## src/rtl/mash_divctl_pkg.sv

```systemverilog
`timescale 1ns/1ps
package mash_divctl_pkg;
  localparam int FRAC_W      = 18;
  localparam int COARSE_W    = 9;
  localparam int FINE_W      = 4;
  localparam int OFS_W       = 4;
  localparam int MASH_STAGES = 3;
endpackage

```

## src/rtl/mash_acc_stage.sv

```systemverilog
`timescale 1ns/1ps
module mash_acc_stage #(
  parameter int W = 18
) (
  input  logic         clk,
  input  logic         rst_n,
  input  logic         en,
  input  logic [W:0]   addend,
  output logic         carry,
  output logic [W-1:0] resid
);
  logic [W-1:0] acc_q;
  logic [W-1:0] acc_d;
  logic [W:0]   sum;

  always_comb begin
    sum   = {1'b0, acc_q} + addend;
    resid = sum[W-1:0];
    carry = en & sum[W];
    acc_d = en ? sum[W-1:0] : '0;
  end

  always_ff @(posedge clk or negedge rst_n) begin
    if (!rst_n) acc_q <= '0;
    else        acc_q <= acc_d;
  end
endmodule

```

## src/rtl/mash_shaper.sv

```systemverilog
`timescale 1ns/1ps
module mash_shaper #(
  parameter int OFS_W = 4
) (
  input  logic                    clk,
  input  logic                    rst_n,
  input  logic                    order3,
  input  logic [2:0]              carries,
  output logic signed [OFS_W-1:0] ofs
);
  logic c2_d1, c3_d1, c3_d2;
  logic [OFS_W-1:0] t1, t2, t3;

  always_comb begin
    t1 = OFS_W'(carries[0]);
    t2 = OFS_W'(carries[1]) - OFS_W'(c2_d1);
    t3 = order3 ? (OFS_W'(carries[2]) - OFS_W'({c3_d1, 1'b0}) + OFS_W'(c3_d2)) : '0;
    ofs = $signed(t1 + t2 + t3);
  end

  always_ff @(posedge clk or negedge rst_n) begin
    if (!rst_n) begin
      c2_d1 <= 1'b0;
      c3_d1 <= 1'b0;
      c3_d2 <= 1'b0;
    end else begin
      c2_d1 <= carries[1];
      c3_d1 <= carries[2];
      c3_d2 <= c3_d1;
    end
  end

  assert_order2_range_R3: assert property (@(posedge clk) disable iff (!rst_n)
    !order3 |-> (ofs >= -2'sd1 && ofs <= 3'sd2));
  assert_order3_range_R4: assert property (@(posedge clk) disable iff (!rst_n)
    order3 |-> (ofs >= -3'sd3 && ofs <= 4'sd4));
endmodule

```

## src/rtl/mash_divctl.sv

```systemverilog
`timescale 1ns/1ps
module mash_divctl
  import mash_divctl_pkg::*;
#(
  parameter int P_FRAC_W   = FRAC_W,
  parameter int P_COARSE_W = COARSE_W,
  parameter int P_FINE_W   = FINE_W,
  parameter int P_OFS_W    = OFS_W
) (
  input  logic                              clk,
  input  logic                              rst_n,
  input  logic                              order2_sel,
  input  logic                              lsb_dither_en,
  input  logic [P_FRAC_W-1:0]               frac_word,
  input  logic [P_COARSE_W-1:0]             coarse_cnt,
  input  logic [P_FINE_W-1:0]               fine_cnt,
  output logic [P_COARSE_W+P_FINE_W-1:0]    div_ratio
);
  localparam int INT_W = P_COARSE_W + P_FINE_W;
  localparam int NST   = MASH_STAGES;

  logic                      rst_meta, rst_sync_n;
  logic                      tgl_q, tgl_d;
  logic [P_FRAC_W:0]         addend [NST];
  logic [P_FRAC_W-1:0]       resid  [NST];
  logic [NST-1:0]            carry;
  logic [NST-1:0]            st_en;
  logic signed [P_OFS_W-1:0] ofs;
  logic [INT_W-1:0]          int_value;
  logic [INT_W-1:0]          div_d;

  // reset: asynchronous assert, two-flop synchronous release
  always_ff @(posedge clk or negedge rst_n) begin
    if (!rst_n) begin
      rst_meta   <= 1'b0;
      rst_sync_n <= 1'b0;
    end else begin
      rst_meta   <= 1'b1;
      rst_sync_n <= rst_meta;
    end
  end

  // half-LSB toggle
  always_comb tgl_d = lsb_dither_en ? ~tgl_q : 1'b0;
  always_ff @(posedge clk or negedge rst_sync_n) begin
    if (!rst_sync_n) tgl_q <= 1'b0;
    else             tgl_q <= tgl_d;
  end

  for (genvar g = 0; g < NST; g++) begin : g_stage
    if (g == 0) begin : g_first
      assign addend[g] = {1'b0, frac_word} + {{P_FRAC_W{1'b0}}, lsb_dither_en & tgl_q};
    end else begin : g_next
      assign addend[g] = {1'b0, resid[g-1]};
    end
    if (g < 2) begin : g_always
      assign st_en[g] = 1'b1;
    end else begin : g_order3
      assign st_en[g] = ~order2_sel;
    end
    mash_acc_stage #(.W(P_FRAC_W)) u_acc (
      .clk    (clk),
      .rst_n  (rst_sync_n),
      .en     (st_en[g]),
      .addend (addend[g]),
      .carry  (carry[g]),
      .resid  (resid[g])
    );
  end

  mash_shaper #(.OFS_W(P_OFS_W)) u_shaper (
    .clk     (clk),
    .rst_n   (rst_sync_n),
    .order3  (~order2_sel),
    .carries (carry),
    .ofs     (ofs)
  );

  always_comb begin
    int_value = {coarse_cnt, fine_cnt};
    div_d     = int_value + {{(INT_W-P_OFS_W){ofs[P_OFS_W-1]}}, ofs};
  end

  always_ff @(posedge clk or negedge rst_sync_n) begin
    if (!rst_sync_n) div_ratio <= '0;
    else             div_ratio <= div_d;
  end

  always @(posedge clk) begin
    if (rst_sync_n == 1'b0) assert_reset_clear_R1: assert (div_ratio == '0);
  end

  assert_int_path_R2: assert property (@(posedge clk) disable iff (!rst_sync_n)
    (ofs == '0) |=> (div_ratio == $past(int_value)));

  assert_dither_alt_R6: assert property (@(posedge clk) disable iff (!rst_sync_n)
    (lsb_dither_en && $past(lsb_dither_en) && $past(rst_sync_n)) |-> (tgl_q != $past(tgl_q)));

  assert_stage3_idle_R3: assert property (@(posedge clk) disable iff (!rst_sync_n)
    (order2_sel && $past(order2_sel)) |-> (resid[NST-1] == resid[NST-2] && carry[NST-1] == 1'b0));
endmodule

```

## config.mk

```make
export PLATFORM = sky130hd
export DESIGN_NAME = mash_divctl
export DESIGN_NICKNAME = d
export VERILOG_FILES = /design/src/rtl/mash_divctl_pkg.sv /design/src/rtl/mash_acc_stage.sv /design/src/rtl/mash_shaper.sv /design/src/rtl/mash_divctl.sv
export SDC_FILE = /design/constraint.sdc
export NUM_CORES = 1
export LEC_CHECK = 0
export BUFFER_PORTS_ARGS = -buffer_cell sky130_fd_sc_hd__buf_4
export CAP_MARGIN = 20
export CORE_ASPECT_RATIO = 0.5
export CORE_MARGIN = 5
export CORE_UTILIZATION = 52
export DETAILED_ROUTE_END_ITERATION = 10
export PLACE_DENSITY = 0.74
export SLEW_MARGIN = 20
export SYNTH_ARGS = -nofsm -noshare
export SYNTH_HDL_FRONTEND = slang
export SYNTH_SLANG_ARGS = --single-unit
```

## constraint.sdc

```tcl
create_clock -name clk -period 2.1 [get_ports clk]
set_input_delay 0.42 -clock clk [delete_from_list [all_inputs] [get_ports clk]]
set_output_delay 0.42 -clock clk [all_outputs]
set_load 0.02 [all_outputs]
```

# After elaboration in Yosys (flattened, before gate mapping)
# Cells that the tools add are included.
totals:
  regBits: 73
  input_bits: 35
  out_inout_bits: 13
  elab_cells: 27
classes:
  n_addsub: 10
  muxes: 3
  n_bitwise: 4
ops:
  columns: ["cell", "count"]
  rows:
  - ["adder 18 x 18 -> 19 bit", 2]
  - ["adder 18 x 1 -> 19 bit", 1]
  - ["adder 18 x 19 -> 19 bit", 1]
  - ["2-to-1 mux 18 bit", 1]
  - ["adder 13 bit", 1]
  - ["adder 1 x 4 -> 4 bit", 1]
  - ["adder 4 x 1 -> 4 bit", 1]
  - ["adder 4 bit", 1]
  - ["2-to-1 mux 4 bit", 1]
  - ["subtractor 1 x 2 -> 3 bit", 1]
  - ["AND 1 bit", 2]
  - ["NOT 1 bit", 2]
  - ["subtractor 1 x 1 -> 2 bit", 1]
  - ["2-to-1 mux 1 bit", 1]

# Longest topological paths before layout
depth:
  word_depth: 11
  ltp_mapped: 38
  mapped_depth_nobuf: 38

# By module
# Synthesis repeated with hierarchy kept, for this count alone.
hier_totals:
  cells_unflattened: 728
  hier_area_um2: 6703.9
modules_own_cells:
  columns: ["mod", "n_inst", "cells_per_inst", "area_each_um2", "seq_area_each_um2"]
  rows:
  - ["mash_acc_stage at g_stage[1].u_acc ...", 2, 186, 1694.1, 450.4]
  - ["mash_acc_stage at g_stage[0].u_acc", 1, 183, 1699.1, 450.4]
  - ["mash_divctl", 1, 150, 1370.1, 400.4]
  - ["mash_shaper", 1, 23, 246.5, 75.1]

# Worst setup path before layout
# Ideal clock, no wire load.
synth_timing:
  kind: "in2reg"
  start: "input port frac_word[0]"
  end: "register div_ratio[9]"
  setup_ps: 126
  t_arrival_ps: 6994
  slack_ps: -5020
  stages: 32
  n_path_buf: 0
  path_cell_list: "inv_1 fa_1 inv_1 fa_1 ha_1 a21o_1 a21o_1 a2111oi_4 o21bai_2 nand3_1 nand2b_1 xor2_1 ha_1 and3_1 a311oi_1 nand2_1 a41oi_1 o21ai_1 ha_1 inv_1 ha_1 nor2_1 ha_1 nand2_1 nand3_1 o22ai_1 ha_1 nor2b_1 o31a_1 o22ai_1 nor4b_1 a311o_1"
synth_rtl:
  columns: ["element", "line", "source"]
  rows:
  - ["start: declaration", "mash_divctl.sv:14", "input logic [P_FRAC_W-1:0] frac_word,"]
  - ["end signal: assignment", "mash_divctl.sv:86", "else div_ratio <= div_d;"]
  - ["end: declaration", "mash_divctl.sv:17", "output logic [P_COARSE_W+P_FINE_W-1:0] div_ratio"]

==> results.json <==
{
  "status": "complete, but fails checks",
  "violations": "negative setup slack",
  "path_max_fanout": 5,
  "wl_per_cell_um": 25.1,
  "fmax_ghz": 0.133,
  "ys.warnings.count": 0,
  "path_clk_slew_ns": 0.07,
  "synthesis.area_sq_um": 5060,
  "rr_endpoint": "div_ratio[10]$_DFF_PN0_",
  "n_fill_cell": 281,
  "ff_latch_area_sq_um": 1830,
  "clock_skew_ns": 0.0107,
  "synth_top_cells_by_area": "dfrtp_1 36%, ha_1 18%, a21oi_1 4.3%",
  "mostFrequentLayoutCells": "230 x buf_4, 72 x dfrtp_1, 46 x ha_1",
  "drcViolationCount": 0,
  "syn_nets": 622,
  "multi_input_area_sq_um": 4320,
  "grtUsageTotal_pct": 27.9,
  "ys.flop_type": "dfrtp_1",
  "final_common_cell": "buf_4",
  "finalMaxSlewViolations": 0,
  "setup_violations": 60,
  "dieArea_sq_um": 11900,
  "reg2reg_from": "tgl_q$_DFF_PN0_",
  "grt_pass1_vias": 5494,
  "ant_nets": 0,
  "ios": 48,
  "ys_types": 58,
  "syn2layout_area_growth_pct": 74.5,
  "drt_first_pass_iters": 6,
  "nets": 888,
  "worstRegToRegCells": 37,
  "post-dp-hpwl_mm": 9.64,
  "max_slew_margin_pct": 62.6,
  "clk_path_buf_depth": 2,
  "dieWidth_um": 150,
  "synth.largest_area_cell": "dfrtp_1",
  "crit_path_max_incr_delay_ns": 0.45,
  "grt_pass1_wl_mm": 25.8,
  "drt_iter0_drc": 690,
  "worst_pin_slew_ns": 0.547,
  "fin_ws_ns": -5.40,
  "initial_core_util_pct": 53.4,
  "core_sq_um": 9480,
  "numPortBuffers": 47,
  "hp-class": "reg -> async",
  "grt_max_degree": 72,
  "max_cap_viol_count": 0,
  "antenna_found_initial": 0,
  "synth_top_area_share_pct": 36.1,
  "rows": 25,
  "r2r_slack_ns": -5.40,
  "crit_path_end_kind": "register",
  "synth-edff-count": 0,
  "n_antenna_cell": 0,
  "drive_above_1_share_pct": 57.2,
  "syn_inst": 509,
  "place.gp.congestion": 0.860,
  "async_reset_ff_share_pct": 100,
  "grt.overflow.total": 0,
  "dp_slack_ns": -5.27,
  "rsz0062_at_grt": "true",
  "clock_latency_ns": 0.35,
  "htree_levels": 3,
  "drt_wl_total_mm": 23.0,
  "crit_required_ns": 2.37,
  "fin_crit_ns": 7.50,
  "root_buffer": "clkbuf_16",
  "arrival_ns": 7.77,
  "cts_sinks": 73,
  "vias_per_cell": 6.37,
  "cpMaxStageDelayCell": "fa_1",
  "cts_buffers": 9,
  "fin_crit_sh_pct": 357,
  "critical_path_class": "reg -> reg",
  "die-height_um": 79.8,
  "finalHoldViolCount": 0,
  "vias": 5827,
  "start_kind": "register",
  "cts_tree": "built",
  "synth_area_per_cell_sq_um": 9.95,
  "seq_area_frac_synth_pct": 36.1,
  "ys_ff_latch": 73
}
logic make-up after synthesis:
| group | count (synthesis) | synth area share, % |
|---|---|---|
| mux | 6 | 1.31 |
| buf+inv | 29 | 2.17 |
| flops | 73 | 36.1 |
| fa+ha+maj | 78 | 20.3 |
| compound gates | 142 | 19.0 |
| xor+xnor | 46 | 7.96 |
| simple gates | 134 | 13.1 |
| other cells | 1 | 0.0741 |
flip-flops by register name, indices dropped and copies added, names as in the netlist:
register	flops
g_stage.u_acc.acc_q	54
u_shaper.c2_d1	1
u_shaper.c3_d2	1
div_ratio	13
rst_meta	1
tgl_q	1
rst_sync_n	1
u_shaper.c3_d1	1
timing repair:
| item | 4_1_cts | 5_1_grt |
|---|---|---|
| endpoints found under the hold margin | 2 | 0 |
| buffers inserted | 34 | 38 |
| hold buffers | 1 | 0 |
| pin swaps | 65 | 76 |
| endpoints found under the setup margin | 58 | 60 |
| resized for setup | 74 | 109 |
cell type report:
cell class              instances  area share [%]
well taps                     135            1.91
multi-input cells             407            48.9
inverters                      25            1.17
repair buffers                259            23.4
flip-flops and latches         73            20.7
clock buffers                   9            2.55
clock inverters                 7            1.34
per-stage QoR:
| step | setup TNS [ns] | util, % | instance area, sq um | cells | hold WS [ns] |
|---|---|---|---|---|---|
| final | -132.98 | 93.3 | 8840 | 915 | 0.299 |
| after detailed placement | -119.46 | 74.0 | 7020 | 843 | 0.205 |
| after floorplan | -91.23 | - | 5330 | 509 | 0.124 |
| after global routing | -137.03 | 93.3 | 8840 | 915 | 0.307 |
| after global placement | -115.43 | 74.0 | 7020 | 843 | 0.204 |
| after CTS | -112.26 | 84.4 | 8000 | 889 | 0.300 |
how the worst max path moves through the flow:
stage	end	slack [ns]	from	depth (start not counted)
global placement	div_ratio[9]$_DFF_PN0_	-5.05	frac_word[0]	33
detailed placement	div_ratio[10]$_DFF_PN0_	-5.27	frac_word[0]	32
finish	div_ratio[10]$_DFF_PN0_	-5.40	tgl_q$_DFF_PN0_	37
global route	div_ratio[10]$_DFF_PN0_	-5.60	tgl_q$_DFF_PN0_	36
floorplan	div_ratio[10]$_DFF_PN0_	-4.55	frac_word[0]	34
CTS	div_ratio[12]$_DFF_PN0_	-5.00	tgl_q$_DFF_PN0_	35
worst max-delay path, delay by kind of cell, from the launching register on:
family / cells / cell delay [ns]
buffers and inverters: 6 / 0.76
AOI/OAI and AO/OA: 15 / 2.86
adders and majority gates: 7 / 2.18
and+or+nand+nor: 6 / 0.71
DFF: 1 / 0.43
xor gates and xnor gates: 3 / 0.45
cells in the mapped netlist (4+ instances only):
master     n
nor3_1    14
a21oi_1   43
ha_1      71
mux2_1     5
xor2_1    22
o21ai_0   14
nand2b_1  10
a21o_1    20
nor2_1    41
inv_1     25
xnor2_1   24
a211oi_1   5
nand2_1   25
o21ai_1   14
nor2b_1   19
dfrtp_1   73
and3_1     4
o21a_1     9
nand3_1    7
fa_1       7
routing by layer:
layer / wire length (um) / global-route usage (%) / share of wire [%]
met5: 0 / 0 / 0
met4: 1980 / 13.6 / 8.6
met3: 1810 / 6.30 / 7.9
met2: 11000 / 53.5 / 48
met1: 8150 / 28.9 / 35
Power is left out: the tool's default activity adds up to more than one toggle a clock period on the data nets, which glitch-free logic cannot reach.
